===== config.mk =====
export PLATFORM = sky130hd
export DESIGN_NAME = reset_cause_recorder
export DESIGN_NICKNAME = d
export VERILOG_FILES = /design/src/rtl/rcr_pkg.sv /design/src/rtl/rcr_cold_track.sv /design/src/rtl/rcr_accum.sv /design/src/rtl/rcr_readback.sv /design/src/rtl/reset_cause_recorder.sv
export SDC_FILE = /design/constraint.sdc
export NUM_CORES = 1
export LEC_CHECK = 0
export BUFFER_PORTS_ARGS = -buffer_cell sky130_fd_sc_hd__buf_2
export CORE_ASPECT_RATIO = 0.7
export CORE_MARGIN = 2
export CORE_UTILIZATION = 35
export CTS_CLUSTER_SIZE = 8
export DETAILED_ROUTE_END_ITERATION = 16
export GPL_ROUTABILITY_DRIVEN = 0
export PLACE_DENSITY_LB_ADDON = 0.25
export SYNTH_ARGS = -nofsm -noshare
export SYNTH_HDL_FRONTEND = slang
export SYNTH_SLANG_ARGS = --single-unit

===== constraint.sdc =====
create_clock -name clk -period 1.05 [get_ports clk]
set_clock_uncertainty 0.05 [all_clocks]
set_input_delay 0.21 -clock clk [delete_from_list [all_inputs] [get_ports clk]]
set_output_delay 0.21 -clock clk [all_outputs]
set_load 0.02 [all_outputs]

===== src/rtl/rcr_pkg.sv =====
package rcr_pkg;
  parameter int unsigned RCR_AW = 2;

  typedef enum logic [RCR_AW-1:0] {
    RCR_ADDR_CAUSE = 2'd0,
    RCR_ADDR_RAM   = 2'd1
  } rcr_addr_e;
endpackage


===== src/rtl/rcr_cold_track.sv =====
module rcr_cold_track #(
  parameter int unsigned N = 4
) (
  input  logic         clk,
  input  logic         rst_n,
  input  logic [N-1:0] req,
  input  logic         done,
  output logic [N-1:0] src
);
  logic [N-1:0] prev_q;
  logic [N-1:0] last_q;
  logic [N-1:0] last_d;
  logic [N-1:0] fell;

  // lines that released this cycle replace the held set
  always_comb begin
    fell   = prev_q & ~req;
    last_d = last_q;
    if (done)       last_d = '0;
    else if (|fell) last_d = fell;
    src = (|fell) ? fell : last_q;
  end

  always_ff @(posedge clk or negedge rst_n) begin
    if (!rst_n) begin
      prev_q <= '0;
      last_q <= '0;
    end else begin
      prev_q <= req;
      last_q <= last_d;
    end
  end

  AST_RELEASE_HELD: assert property (@(posedge clk) disable iff (!rst_n)
    ((|(prev_q & ~req)) && !done) |=> (last_q != '0));
  AST_DONE_EMPTIES: assert property (@(posedge clk) disable iff (!rst_n)
    done |=> (last_q == '0));
endmodule


===== src/rtl/rcr_accum.sv =====
module rcr_accum #(
  parameter int unsigned W = 4
) (
  input  logic         clk,
  input  logic         rst_n,
  input  logic [W-1:0] flags,
  input  logic         capture,
  input  logic         flush,
  output logic [W-1:0] seen
);
  logic [W-1:0] acc_q;
  logic [W-1:0] acc_d;

  always_comb begin
    seen  = acc_q | flags;
    acc_d = (capture || flush) ? '0 : seen;
  end

  always_ff @(posedge clk or negedge rst_n) begin
    if (!rst_n) acc_q <= '0;
    else        acc_q <= acc_d;
  end

  AST_ACC_GROWS: assert property (@(posedge clk) disable iff (!rst_n)
    (!capture && !flush) |=> ((acc_q & $past(acc_q)) == $past(acc_q)));
endmodule


===== src/rtl/rcr_readback.sv =====
module rcr_readback
  import rcr_pkg::*;
#(
  parameter int unsigned DW = 32,
  parameter int unsigned SW = 8,
  parameter int unsigned RW = 6
) (
  input  logic              clk,
  input  logic              rst_n,
  input  logic              rd_en,
  input  logic [RCR_AW-1:0] rd_addr,
  input  logic [SW-1:0]     cause,
  input  logic [RW-1:0]     ramst,
  output logic [DW-1:0]     rd_data
);
  logic [DW-1:0] rd_q;
  logic [DW-1:0] rd_d;

  always_comb begin
    rd_d = rd_q;
    if (rd_en) begin
      rd_d = '0;
      case (rd_addr)
        RCR_ADDR_CAUSE: rd_d[SW-1:0] = cause;
        RCR_ADDR_RAM:   rd_d[RW-1:0] = ramst;
        default:        rd_d = '0;
      endcase
    end
  end

  always_ff @(posedge clk or negedge rst_n) begin
    if (!rst_n)     rd_q <= '0;
    else if (rd_en) rd_q <= rd_d;
  end

  assign rd_data = rd_q;

  AST_RD_HOLD: assert property (@(posedge clk) disable iff (!rst_n)
    !rd_en |=> $stable(rd_data));
endmodule


===== src/rtl/reset_cause_recorder.sv =====
module reset_cause_recorder
  import rcr_pkg::*;
#(
  parameter int unsigned N_COLD = 4,
  parameter int unsigned N_WARM = 4,
  parameter int unsigned N_RAM  = 6,
  parameter int unsigned DW     = 32
) (
  input  logic              clk,
  input  logic              rst_n,
  input  logic [N_COLD-1:0] cold_req,
  input  logic [N_WARM-1:0] warm_req,
  input  logic              cold_done,
  input  logic              warm_done,
  input  logic [N_RAM-1:0]  ram_clr_done,
  input  logic              wr_en,
  input  logic [RCR_AW-1:0] wr_addr,
  input  logic [DW-1:0]     wr_data,
  input  logic              rd_en,
  input  logic [RCR_AW-1:0] rd_addr,
  output logic [DW-1:0]     rd_data
);
  localparam int unsigned SW = N_COLD + N_WARM;

  logic [N_COLD-1:0] cold_src;
  logic [N_WARM-1:0] warm_src;
  logic [N_RAM-1:0]  ram_src;
  logic [SW-1:0]     cause_q, cause_d, clr_cause;
  logic [N_RAM-1:0]  ram_q, ram_d, clr_ram;
  logic              cause_en, ram_en, any_done;

  rcr_cold_track #(.N(N_COLD)) u_cold (
    .clk(clk), .rst_n(rst_n), .req(cold_req), .done(cold_done), .src(cold_src)
  );

  rcr_accum #(.W(N_WARM)) u_warm_acc (
    .clk(clk), .rst_n(rst_n), .flags(warm_req),
    .capture(warm_done), .flush(cold_done), .seen(warm_src)
  );

  rcr_accum #(.W(N_RAM)) u_ram_acc (
    .clk(clk), .rst_n(rst_n), .flags(ram_clr_done),
    .capture(any_done), .flush(1'b0), .seen(ram_src)
  );

  // next-state: cold wipes, warm ORs in over the software clear
  always_comb begin
    any_done  = cold_done | warm_done;
    clr_cause = (wr_en && (wr_addr == RCR_ADDR_CAUSE)) ? wr_data[SW-1:0] : '0;
    clr_ram   = (wr_en && (wr_addr == RCR_ADDR_RAM))   ? wr_data[N_RAM-1:0] : '0;
    cause_en  = any_done | (|clr_cause);
    ram_en    = any_done | (|clr_ram);
    if (cold_done)
      cause_d = {{N_WARM{1'b0}}, cold_src};
    else if (warm_done)
      cause_d = (cause_q & ~clr_cause) | {warm_src, {N_COLD{1'b0}}};
    else
      cause_d = cause_q & ~clr_cause;
    ram_d = any_done ? ram_src : (ram_q & ~clr_ram);
  end

  always_ff @(posedge clk or negedge rst_n) begin
    if (!rst_n) begin
      cause_q <= '0;
      ram_q   <= '0;
    end else begin
      if (cause_en) cause_q <= cause_d;
      if (ram_en)   ram_q   <= ram_d;
    end
  end

  rcr_readback #(.DW(DW), .SW(SW), .RW(N_RAM)) u_rd (
    .clk(clk), .rst_n(rst_n), .rd_en(rd_en), .rd_addr(rd_addr),
    .cause(cause_q), .ramst(ram_q), .rd_data(rd_data)
  );

  AST_COLD_WIPES_WARM: assert property (@(posedge clk) disable iff (!rst_n)
    cold_done |=> (cause_q[SW-1:N_COLD] == '0));
  AST_WARM_KEEPS: assert property (@(posedge clk) disable iff (!rst_n)
    (warm_done && !cold_done && !wr_en) |=> ((cause_q & $past(cause_q)) == $past(cause_q)));
  AST_W1C_MASKED: assert property (@(posedge clk) disable iff (!rst_n)
    (wr_en && wr_addr == RCR_ADDR_CAUSE && !cold_done && !warm_done) |=>
      ((cause_q & ~$past(wr_data[SW-1:0])) == ($past(cause_q) & ~$past(wr_data[SW-1:0]))));
  AST_HW_WINS: assert property (@(posedge clk) disable iff (!rst_n)
    (warm_done && !cold_done) |=> ((cause_q[SW-1:N_COLD] & $past(warm_src)) == $past(warm_src)));
  AST_IDLE_HOLD: assert property (@(posedge clk) disable iff (!rst_n)
    (!cold_done && !warm_done && !wr_en) |=> ($stable(cause_q) && $stable(ram_q)));
endmodule


==> results of run 1 <==
## flip-flops by register name, indices dropped and copies added, names as in the netlist
| name | count |
|---|---|
| cause_q | 8 |
| u_rd.rd_data | 8 |
| ram_q | 6 |
| u_ram_acc.acc_q | 6 |
| u_cold.last_q | 4 |
| u_cold.prev_q | 4 |
| u_warm_acc.acc_q | 4 |
## Yosys cell counts, drive strengths merged (3+ instances only)
master   n
dfrtp   40
inv     14
o21ai   17
nor2b    3
buf     28
clkbuf   4
nand2b   8
a41oi    3
o21a     4
nand4b   6
nor2    12
a21oi    7
nor3     6
o22ai    9
nand3    8
mux2i    7
## stage by stage
step           utilization (%)  setup TNS, ns  instance area (um2)  hold WS [ns]  cells
6_report                  45.3         -0.444                 2350        0.0287    308
5_1_grt                   45.3         -0.776                 2350        0.0218    308
4_1_cts                   44.7         -0.574                 2310        0.0209    305
3_5_place_dp              40.8          -2.13                 2110         0.149    290
3_3_place_gp              40.8          -2.01                 2110         0.150    290
2_1_floorplan                -         -0.198                 1950        -0.136    202
## cells in the final DEF (no fill, tap or decap), types with 7 or more instances in the layout
cell type,instances
sky130_fd_sc_hd__buf_6,8
sky130_fd_sc_hd__o21ai_0,12
sky130_fd_sc_hd__inv_1,14
sky130_fd_sc_hd__conb_1,24
sky130_fd_sc_hd__nand3_1,8
sky130_fd_sc_hd__buf_4,13
sky130_fd_sc_hd__nand2b_1,8
sky130_fd_sc_hd__mux2i_1,7
sky130_fd_sc_hd__buf_2,31
sky130_fd_sc_hd__dfrtp_1,40
sky130_fd_sc_hd__nor2_1,11
sky130_fd_sc_hd__o22ai_1,9
## kinds of logic (layout without fill, tap and decap cells)
| family | count (synthesis) | count (layout) | share of synthesized area (%) |
|---|---|---|---|
| other | 1 | 24 | 0.202 |
| flip-flops | 40 | 40 | 53.9 |
| AO/OA/AOI/OAI | 41 | 41 | 14.2 |
| AND/OR/NAND/NOR | 44 | 44 | 13.2 |
| multiplexers | 7 | 7 | 3.77 |
| buffers and inverters | 46 | 80 | 14.8 |
## how the worst min path moves through the flow
stage,startpoint,endpoint,slack (ns),cells after the start
finish,cold_req[2],u_cold.prev_q[2]$_DFF_PN0_,0.03,1
global route,cold_req[2],u_cold.prev_q[2]$_DFF_PN0_,0.02,1
CTS,cold_req[2],u_cold.prev_q[2]$_DFF_PN0_,0.02,1
detailed placement,rst_n,u_rd.rd_data[3]$_DFFE_PN0P_,0.15,2
global placement,rst_n,u_cold.prev_q[1]$_DFF_PN0_,0.15,2
floorplan,rst_n,cause_q[0]$_DFFE_PN0P_,-0.14,0
## layout make-up
cell class                 count  area, um2  area share, %
clock buffer                   8       90.1           3.84
inverter                      14       52.6           2.24
multi-input combinational    116        689           29.4
sequential                    40       1000           42.7
tap                           72       90.1           3.84
timing repair buffer          58        423           18.0
## power groups by stage
stage          clock, mW  combinational [mW]  sequential (mW)
2_1_floorplan          0               0.350             1.76
3_5_place_dp           0               0.522             1.74
3_3_place_gp           0               0.519             1.74
4_1_cts             1.07               0.580             1.72
6_report            1.05               0.595             1.72
5_1_grt             1.13               0.661             1.73
## layer usage
metal / part of all wire [%] / vias to the layer above / GRT usage (%)
met2: 44 / 32 / 19.2
met1: 50 / 640 / 19.4
met4: 1.3 / 0 / 5.11
met3: 4.6 / 5 / 3.49
met5: 0 / - / 0
li1: - / 678 / -
## worst max-delay path, stage by stage, from the launching register on
cell	delay (ns)
sky130_fd_sc_hd__dfrtp_1	0.38
sky130_fd_sc_hd__nor2b_4	0.13
sky130_fd_sc_hd__o41a_1	0.44
sky130_fd_sc_hd__a21oi_2	0.13
## timing repair
action                                  in CTS  in global routing
gates cloned                                 0                  0
endpoints found under the hold margin       43                  0
hold buffers                                 4                  0
resized for setup                           16                  2
setup buffers                                3                  3
pin swaps                                    0                  1
endpoints found under the setup margin      11                 12
==> results.ini, run 1 <==
[run_status]
outcome = complete, but fails checks
violations = setup timing

[critical_path]
reg2reg_depth = 3
startpoint = u_cold.prev_q[2]$_DFF_PN0_
start_kind = register
worst-r2r-setup-slack_ns = -0.15
crit_path_end = cause_q[3]$_DFFE_PN0P_
path_max_fanout = 2
worst-setup-path-type = register to register
critPathRequiredTime_ns = 1.22
worstSetupEndpointType = register
rr_endpoint = cause_q[3]$_DFFE_PN0P_
arrival_ns = 1.37
worstReg2RegStart = u_cold.prev_q[2]$_DFF_PN0_

[logic_synthesis]
ranking_of_synthesized_cells_by_area = sky130_fd_sc_hd__dfrtp_1 54%, sky130_fd_sc_hd__buf_4 9.7%, sky130_fd_sc_hd__mux2i_1 3.8%
synth_top_area_cell = sky130_fd_sc_hd__dfrtp_1
seq_area_frac_synth_pct = 53.9
synthFlopType = sky130_fd_sc_hd__dfrtp_1
synth-edff-count = 0
asr_flop_ratio_synth_pct = 100
synth_cell_type_count = 22
avgSynthCellArea_um2 = 10.4
synth.cell_area_mm2 = 0.00186
mapped_cells = 179
synthesis.yosys.warnings = 0
ys_seq_elements = 40
synth_top_area_share_pct = 53.9

[clocking]
clock_sinks = 40
cts-root-to-sink-buffers = 2
cts_inserted_buffers = 5
tritoncts = built
ctsHtreeMaxLevel = 2
path_clk_slew_ns = 0.07
clk_latency_ns = 0.29
cts_root_buf = sky130_fd_sc_hd__clkbuf_8

[timing]
final.min_clock_period_ns = 1.20
min_period_over_period_pct = 114
max_clock_freq_mhz = 836
setup_viol_count_final = 10
report.final.hold_viol_count = 0
rsz0062_at_grt = true
timing.final.max_slew_violations = 0
timing.final.ws_setup_ns = -0.146

[routing]
via_per_instance_ratio = 4.40
drt_total_wl_mm = 3.73
initialDrtViolationCount = 40
remaining_drc_errors = 0
number_of_vias_in_the_routed_layout = 1355
drt_first_pass_iters = 4
wire_per_inst_um = 12.1
drtAntennaViolNets = 0

[global_route]
grt_first_pass_wirelength_mm = 6.04
grt_max_degree = 41
number_of_global_route_vias_before_repair = 1227
antenna_violations_before_repair = 0
overflow = 0
grt_use_total_pct = 13.4

[power]
cell_internal_pwr_mw = 2.45
clockPowerShare_pct = 31.2
ir_drop_uv = 538
switchingPower_mw = 0.912
power-per-cell-area_mw_per_mm2 = 1430
pwr-share-comb_pct = 17.7
post-layout-total-power_mw = 3.36
leakage_nw = 1.12
switch_share_pct = 27.1
power_frac_seq_pct = 51.1

[placement]
dp.final_hpwl_mm = 2.80
place_worst_setup_slack_ns = -0.273
port_buffers = 39

[die]
die_w_um = 91.1
chipHeight_um = 64.9
design.die.area_mm2 = 0.00591
design.core.area_mm2 = 0.00517
rows = 22
initial_core_util_pct = 35.9
pin_count = 88

[cells_and_area]
insertedDiodeCount = 0
nNetsFinal = 291
fillers = 522
synthToLayoutAreaGrowth_pct = 26.3
drive_above_1_share_pct = 29.2

[run]
number_of_maximum_capacitance_constraint_violations = 0

[worst_hold_path]
min-delay-path-class = primary input to register

No activity file was read; power rests on OpenSTA's default activity.
==> run 2, diff against run 1 <==
- CTS_BUF_LIST: default -> sky130_fd_sc_hd__clkbuf_4
==> results.ini, run 2 (synthesis gave the netlist of run 1 again) <==
[run_status]
outcome = complete, but fails checks
violations = setup timing

[global_route]
globalRouteMet3Util_pct = 3.49  ; unchanged
overflow = 0  ; unchanged
grt_max_degree = 41  ; unchanged
number_of_global_route_vias_before_repair = 1241  ; +1.1%
gr-max-usage-layer = met1
grt_first_pass_wirelength_mm = 6.11  ; +1.0%
global_route.usage.met1_pct = 19.8  ; +0.37 points
antenna_violations_before_repair = 0  ; unchanged
grt_util_met2_pct = 18.9  ; -0.28 points
grt_use_total_pct = 13.7  ; +0.28 points

[die]
design.core.area_mm2 = 0.00517  ; unchanged
initial_core_util_pct = 35.9  ; unchanged
chipHeight_um = 64.9  ; unchanged
design.die.area_mm2 = 0.00591  ; unchanged
die_w_um = 91.1  ; unchanged
pin_count = 88  ; unchanged
rows = 22  ; unchanged

[critical_path]
cpMaxStageDelayCell = sky130_fd_sc_hd__o41a_1
arrival_ns = 1.45  ; +0.08 ns
start_kind = register
critPathTopFamily = compound AO/OA/AOI/OAI gates
crit_path_cell_trace = nor2b_4, o41a_1, a21oi_2
critPathRequiredTime_ns = 1.29  ; +0.07 ns
worst-setup-path-type = register to register
crit_path_buffers_inverters = 0  ; unchanged
max_stage_delay_ns = 0.44  ; about the same
worstSetupEndpointType = register
path_max_fanout = 2  ; unchanged

[timing]
report.final.hold_viol_count = 0  ; unchanged
timing.final.max_slew_violations = 0  ; unchanged
max_clock_freq_mhz = 828  ; -0.97%
rsz0062_at_grt = true
setup_viol_count_final = 10  ; unchanged
timing.final.ws_setup_ns = -0.157  ; -0.0117 ns
final.min_clock_period_ns = 1.21  ; +0.0117 ns
min_period_over_period_pct = 115  ; +1.1 points
worst_hold_slack_ns = 0.0281  ; -0.000624 ns

[routing]
remaining_drc_errors = 0  ; unchanged
drt_first_pass_iters = 4  ; unchanged
number_of_vias_in_the_routed_layout = 1370  ; +1.1%
drtAntennaViolNets = 0  ; unchanged
initialDrtViolationCount = 49  ; +23%
wire_per_inst_um = 12.2  ; +1.0%
drt_total_wl_mm = 3.78  ; +1.3%
via_per_instance_ratio = 4.43  ; +0.78%

[run]
number_of_maximum_capacitance_constraint_violations = 0  ; unchanged

[placement]
port_buffers = 39  ; unchanged
postPlaceCellArea_mm2 = 0.00211  ; unchanged
place_worst_setup_slack_ns = -0.273  ; unchanged
dp.final_hpwl_mm = 2.80  ; unchanged

[cells_and_area]
most-common-layout-cells = 40 x sky130_fd_sc_hd__dfrtp_1, 31 x sky130_fd_sc_hd__buf_2, 24 x sky130_fd_sc_hd__conb_1
fillers = 530  ; +1.5%
nNetsFinal = 292  ; +0.34%
finish.instance_area_mm2 = 0.00232  ; -1.0%
multi_input_comb_area_um2 = 689  ; unchanged
drive_above_1_share_pct = 29.5  ; +0.30 points
synthToLayoutAreaGrowth_pct = 25.1
layout.cells.most_common = sky130_fd_sc_hd__dfrtp_1
register_area_mm2 = 0.00100  ; unchanged
insertedDiodeCount = 0  ; unchanged

[clocking]
clock_sinks = 40  ; unchanged
cts-root-to-sink-buffers = 2  ; unchanged
path_clk_slew_ns = 0.11  ; +0.04 ns
tritoncts = built
cts_inserted_buffers = 5  ; unchanged
ctsHtreeMaxLevel = 2  ; unchanged
cts_root_buf = sky130_fd_sc_hd__clkbuf_4
clk_latency_ns = 0.35  ; +0.06 ns

[power]
post-layout-total-power_mw = 3.11  ; -7.3%
leakage_nw = 1.12  ; -0.67%
ir_drop_uv = 449  ; -17%
power-per-cell-area_mw_per_mm2 = 1340  ; -6.3%

[worst_hold_path]
min-delay-path-class = primary input to register

-- run 2: layout make-up --
type	count	area share, %
sequential	40	43.1
multi-input combinational	116	29.7
timing repair buffer	59	18.6
tap	72	3.88
clock buffer	7	2.26
inverter	14	2.26
clock inverter	1	0.162
-- run 2: per-stage QoR --
stage	util (%)	std cells	setup TNS (ns)
floorplan	-	202	-0.198
global placement	40.8	290	-2.01
detailed placement	40.8	290	-2.13
CTS	44.2	306	-1.31
global route	44.9	309	-1.52
finish	44.9	309	-1.13
-- run 2: path summary, 6_finish.rpt --
kind	slack (ns)	endpoint	start	cells past startpoint
setup / recovery	-0.16	cause_q[3]$_DFFE_PN0P_	u_cold.prev_q[2]$_DFF_PN0_	3
hold / removal	0.03	u_warm_acc.acc_q[2]$_DFF_PN0_	warm_req[2]	2
setup reg to reg	-0.16	cause_q[3]$_DFFE_PN0P_	u_cold.prev_q[2]$_DFF_PN0_	3
hold reg to reg	0.43	u_warm_acc.acc_q[2]$_DFF_PN0_	u_warm_acc.acc_q[2]$_DFF_PN0_	1
max in group asynchronous	0.46	ram_q[4]$_DFFE_PN0P_	rst_n	3
min in group asynchronous	0.29	u_cold.prev_q[2]$_DFF_PN0_	rst_n	3
-- run 2: power by group --
group / switching [mW] / leakage [nW] / internal, mW
Sequential: 0.0651 / 0.511 / 1.65
Clock: 0.492 / 0.0338 / 0.309
Combinational: 0.335 / 0.571 / 0.264
-- run 2: repair_timing --
| action | in CTS | in global routing |
|---|---|---|
| hold endpoints to repair | 44 | 0 |
| pin swaps | 0 | 1 |
| resized for setup | 16 | 2 |
| endpoints found under the setup margin | 11 | 13 |
| hold buffers | 5 | 0 |
| setup buffers | 3 | 3 |
-- run 2: routing by layer --
metal / up-vias / share of wire (%)
met5: - / 0
met4: 0 / 1.2
met3: 4 / 4.3
met2: 36 / 44
met1: 649 / 51
li1: 681 / -
==> run 3, diff against run 2 <==
- CORE_UTILIZATION: 35 -> 43
==> results.ini, run 3 (synthesis gave the netlist of run 1 again) <==
[power]
cell_internal_pwr_mw = 2.22  ; -0.32%
ir_drop_uv = 768  ; +71%
leakage_nw = 1.12  ; about the same
switch_share_pct = 27.9  ; -0.73 points
clockPowerShare_pct = 25.1  ; -0.6 points
pwr-share-comb_pct = 19.1  ; about the same
post-layout-total-power_mw = 3.07  ; -1.3%
power-per-cell-area_mw_per_mm2 = 1340  ; +0.29%
power_frac_seq_pct = 55.8  ; +0.8 points
switchingPower_mw = 0.857  ; -3.9%

[global_route]
number_of_global_route_vias_before_repair = 1305  ; +5.2%
grt_max_degree = 41  ; unchanged
antenna_violations_before_repair = 0  ; unchanged
grt_first_pass_wirelength_mm = 5.85  ; -4.2%
grt_use_total_pct = 16.4  ; +2.8 points
overflow = 0  ; unchanged

[cells_and_area]
fillers = 393  ; -26%
finish.instance_area_mm2 = 0.00228  ; -1.6%
final_cell_count_no_fill = 290  ; -6.1%
synthToLayoutAreaGrowth_pct = 23.0
insertedDiodeCount = 0  ; unchanged
most-common-layout-cells = 40 x sky130_fd_sc_hd__dfrtp_1, 31 x sky130_fd_sc_hd__buf_2, 24 x sky130_fd_sc_hd__conb_1
drive_above_1_share_pct = 29.4  ; -0.12 points
multi_input_comb_area_um2 = 682  ; -1.1%
nNetsFinal = 293  ; +0.34%
layout.cells.most_common = sky130_fd_sc_hd__dfrtp_1
register_area_mm2 = 0.00100  ; unchanged

[critical_path]
start_kind = register
path_max_fanout = 2  ; unchanged
critPathTopFamily = compound AO/OA/AOI/OAI gates
worstSetupEndpointType = register
worst-setup-path-type = register to register
critPathRequiredTime_ns = 1.27  ; -0.02 ns
arrival_ns = 1.43  ; -0.02 ns
crit_path_buffers_inverters = 0  ; unchanged
max_stage_delay_ns = 0.43  ; about the same
cpMaxStageDelayCell = sky130_fd_sc_hd__o41a_1
crit_path_cell_trace = nor2b_4, o41a_1, a21oi_2
worst-r2r-setup-slack_ns = -0.16  ; about the same

[clocking]
cts_inserted_buffers = 5  ; unchanged
clk_latency_ns = 0.34  ; about the same
tritoncts = built
cts_root_buf = sky130_fd_sc_hd__clkbuf_4
path_clk_slew_ns = 0.11  ; about the same
clock_sinks = 40  ; unchanged
cts-root-to-sink-buffers = 2  ; unchanged
ctsHtreeMaxLevel = 2  ; unchanged

[timing]
setup_viol_count_final = 11  ; +1
final.min_clock_period_ns = 1.21  ; +0.00593 ns
timing.final.ws_setup_ns = -0.163  ; -0.00593 ns
report.final.hold_viol_count = 0  ; unchanged
max_clock_freq_mhz = 824  ; -0.49%
timing.final.max_slew_violations = 0  ; unchanged
rsz0062_at_grt = true
worst_hold_slack_ns = 0.0391  ; +0.0110 ns
min_period_over_period_pct = 116  ; +0.57 points

[run]
number_of_maximum_capacitance_constraint_violations = 0  ; unchanged

[routing]
drt_first_pass_iters = 4  ; unchanged
drt_total_wl_mm = 3.60  ; -4.9%
via_per_instance_ratio = 4.71  ; +6.2%
initialDrtViolationCount = 77  ; +57%
drtAntennaViolNets = 0  ; unchanged
remaining_drc_errors = 0  ; unchanged
number_of_vias_in_the_routed_layout = 1366  ; -0.29%
wire_per_inst_um = 12.4  ; +1.3%

[die]
pin_count = 88  ; unchanged
design.die.area_mm2 = 0.00487  ; -18%
design.core.area_mm2 = 0.00404  ; -22%
rows = 19  ; -14%
die_w_um = 82.5  ; -9.4%
initial_core_util_pct = 45.9  ; +10 points
chipHeight_um = 59.0  ; -9.2%

[worst_hold_path]
min-delay-path-class = primary input to register

[placement]
port_buffers = 39  ; unchanged
postPlaceCellArea_mm2 = 0.00209  ; -1.1%
post-place-cells = 272  ; -6.2%
dp.final_hpwl_mm = 2.72  ; -2.8%

[run_status]
outcome = complete, but fails checks
violations = setup timing

## run 3: changes by cell type in the layout (fill, tap and decap cells not counted)
cell                      change
sky130_fd_sc_hd__a41oi_1      +1
sky130_fd_sc_hd__a41oi_2      -1
sky130_fd_sc_hd__buf_12       -1
sky130_fd_sc_hd__buf_4        +2
## run 3: stage by stage
| step | setup TNS (ns) | setup slack (ns) | util [%] |
|---|---|---|---|
| floorplan | -0.198 | -0.0641 | - |
| global placement | -1.33 | -0.174 | 51.6 |
| CTS | -1.20 | -0.170 | 56.1 |
| detailed placement | -1.52 | -0.178 | 51.6 |
| finish | -1.00 | -0.163 | 56.5 |
| global route | -1.73 | -0.215 | 56.5 |
## run 3: cell type report
class / count / area share [%]
sequential: 40 / 43.8
inverter: 14 / 2.30
clock buffer: 7 / 2.30
tap: 52 / 2.85
timing repair buffer: 60 / 18.7
clock inverter: 1 / 0.164
multi-input combinational: 116 / 29.8
## run 3: final timing paths
| check | from | endpoint | cells after the start |
|---|---|---|---|
| setup / recovery | u_cold.prev_q[2]$_DFF_PN0_ | cause_q[3]$_DFFE_PN0P_ | 3 |
| hold / removal | warm_done | u_ram_acc.acc_q[2]$_DFF_PN0_ | 2 |
| setup reg to reg | u_cold.prev_q[2]$_DFF_PN0_ | cause_q[3]$_DFFE_PN0P_ | 3 |
| hold reg to reg | u_warm_acc.acc_q[1]$_DFF_PN0_ | u_warm_acc.acc_q[1]$_DFF_PN0_ | 1 |
| max in group asynchronous | rst_n | u_ram_acc.acc_q[2]$_DFF_PN0_ | 3 |
| min in group asynchronous | rst_n | u_cold.prev_q[2]$_DFF_PN0_ | 3 |
## run 3: power by group through the flow
stage	Sequential, mW	Combinational (mW)	Clock [mW]
final	1.71	0.586	0.772
after global routing	1.73	0.652	0.875
after CTS	1.71	0.578	0.804
after detailed placement	1.74	0.519	0
after global placement	1.73	0.511	0
after floorplan	1.76	0.350	0
## run 3: repair_timing
item / in CTS / in global routing
resized for setup: 16 / 1
setup endpoints to repair: 12 / 16
endpoints found under the hold margin: 44 / 0
setup buffers: 3 / 2
hold buffers: 5 / 0
## run 3: routing by layer
layer / track usage, % / routed length [um] / vias to the layer above / part of all wire, %
met3: 4.57 / 196 / 4 / 5.4
met4: 6.32 / 35 / 0 / 0.97
met2: 23.2 / 1570 / 49 / 44
met1: 24.2 / 1790 / 631 / 50
met5: 0 / 0 / - / 0
li1: - / - / 682 / -
## run 3: worst reg2reg max path, stage by stage (launching register included)
cell,delay [ns]
sky130_fd_sc_hd__dfrtp_1,0.40
sky130_fd_sc_hd__nor2b_4,0.13
sky130_fd_sc_hd__o41a_1,0.43
sky130_fd_sc_hd__a21oi_2,0.13
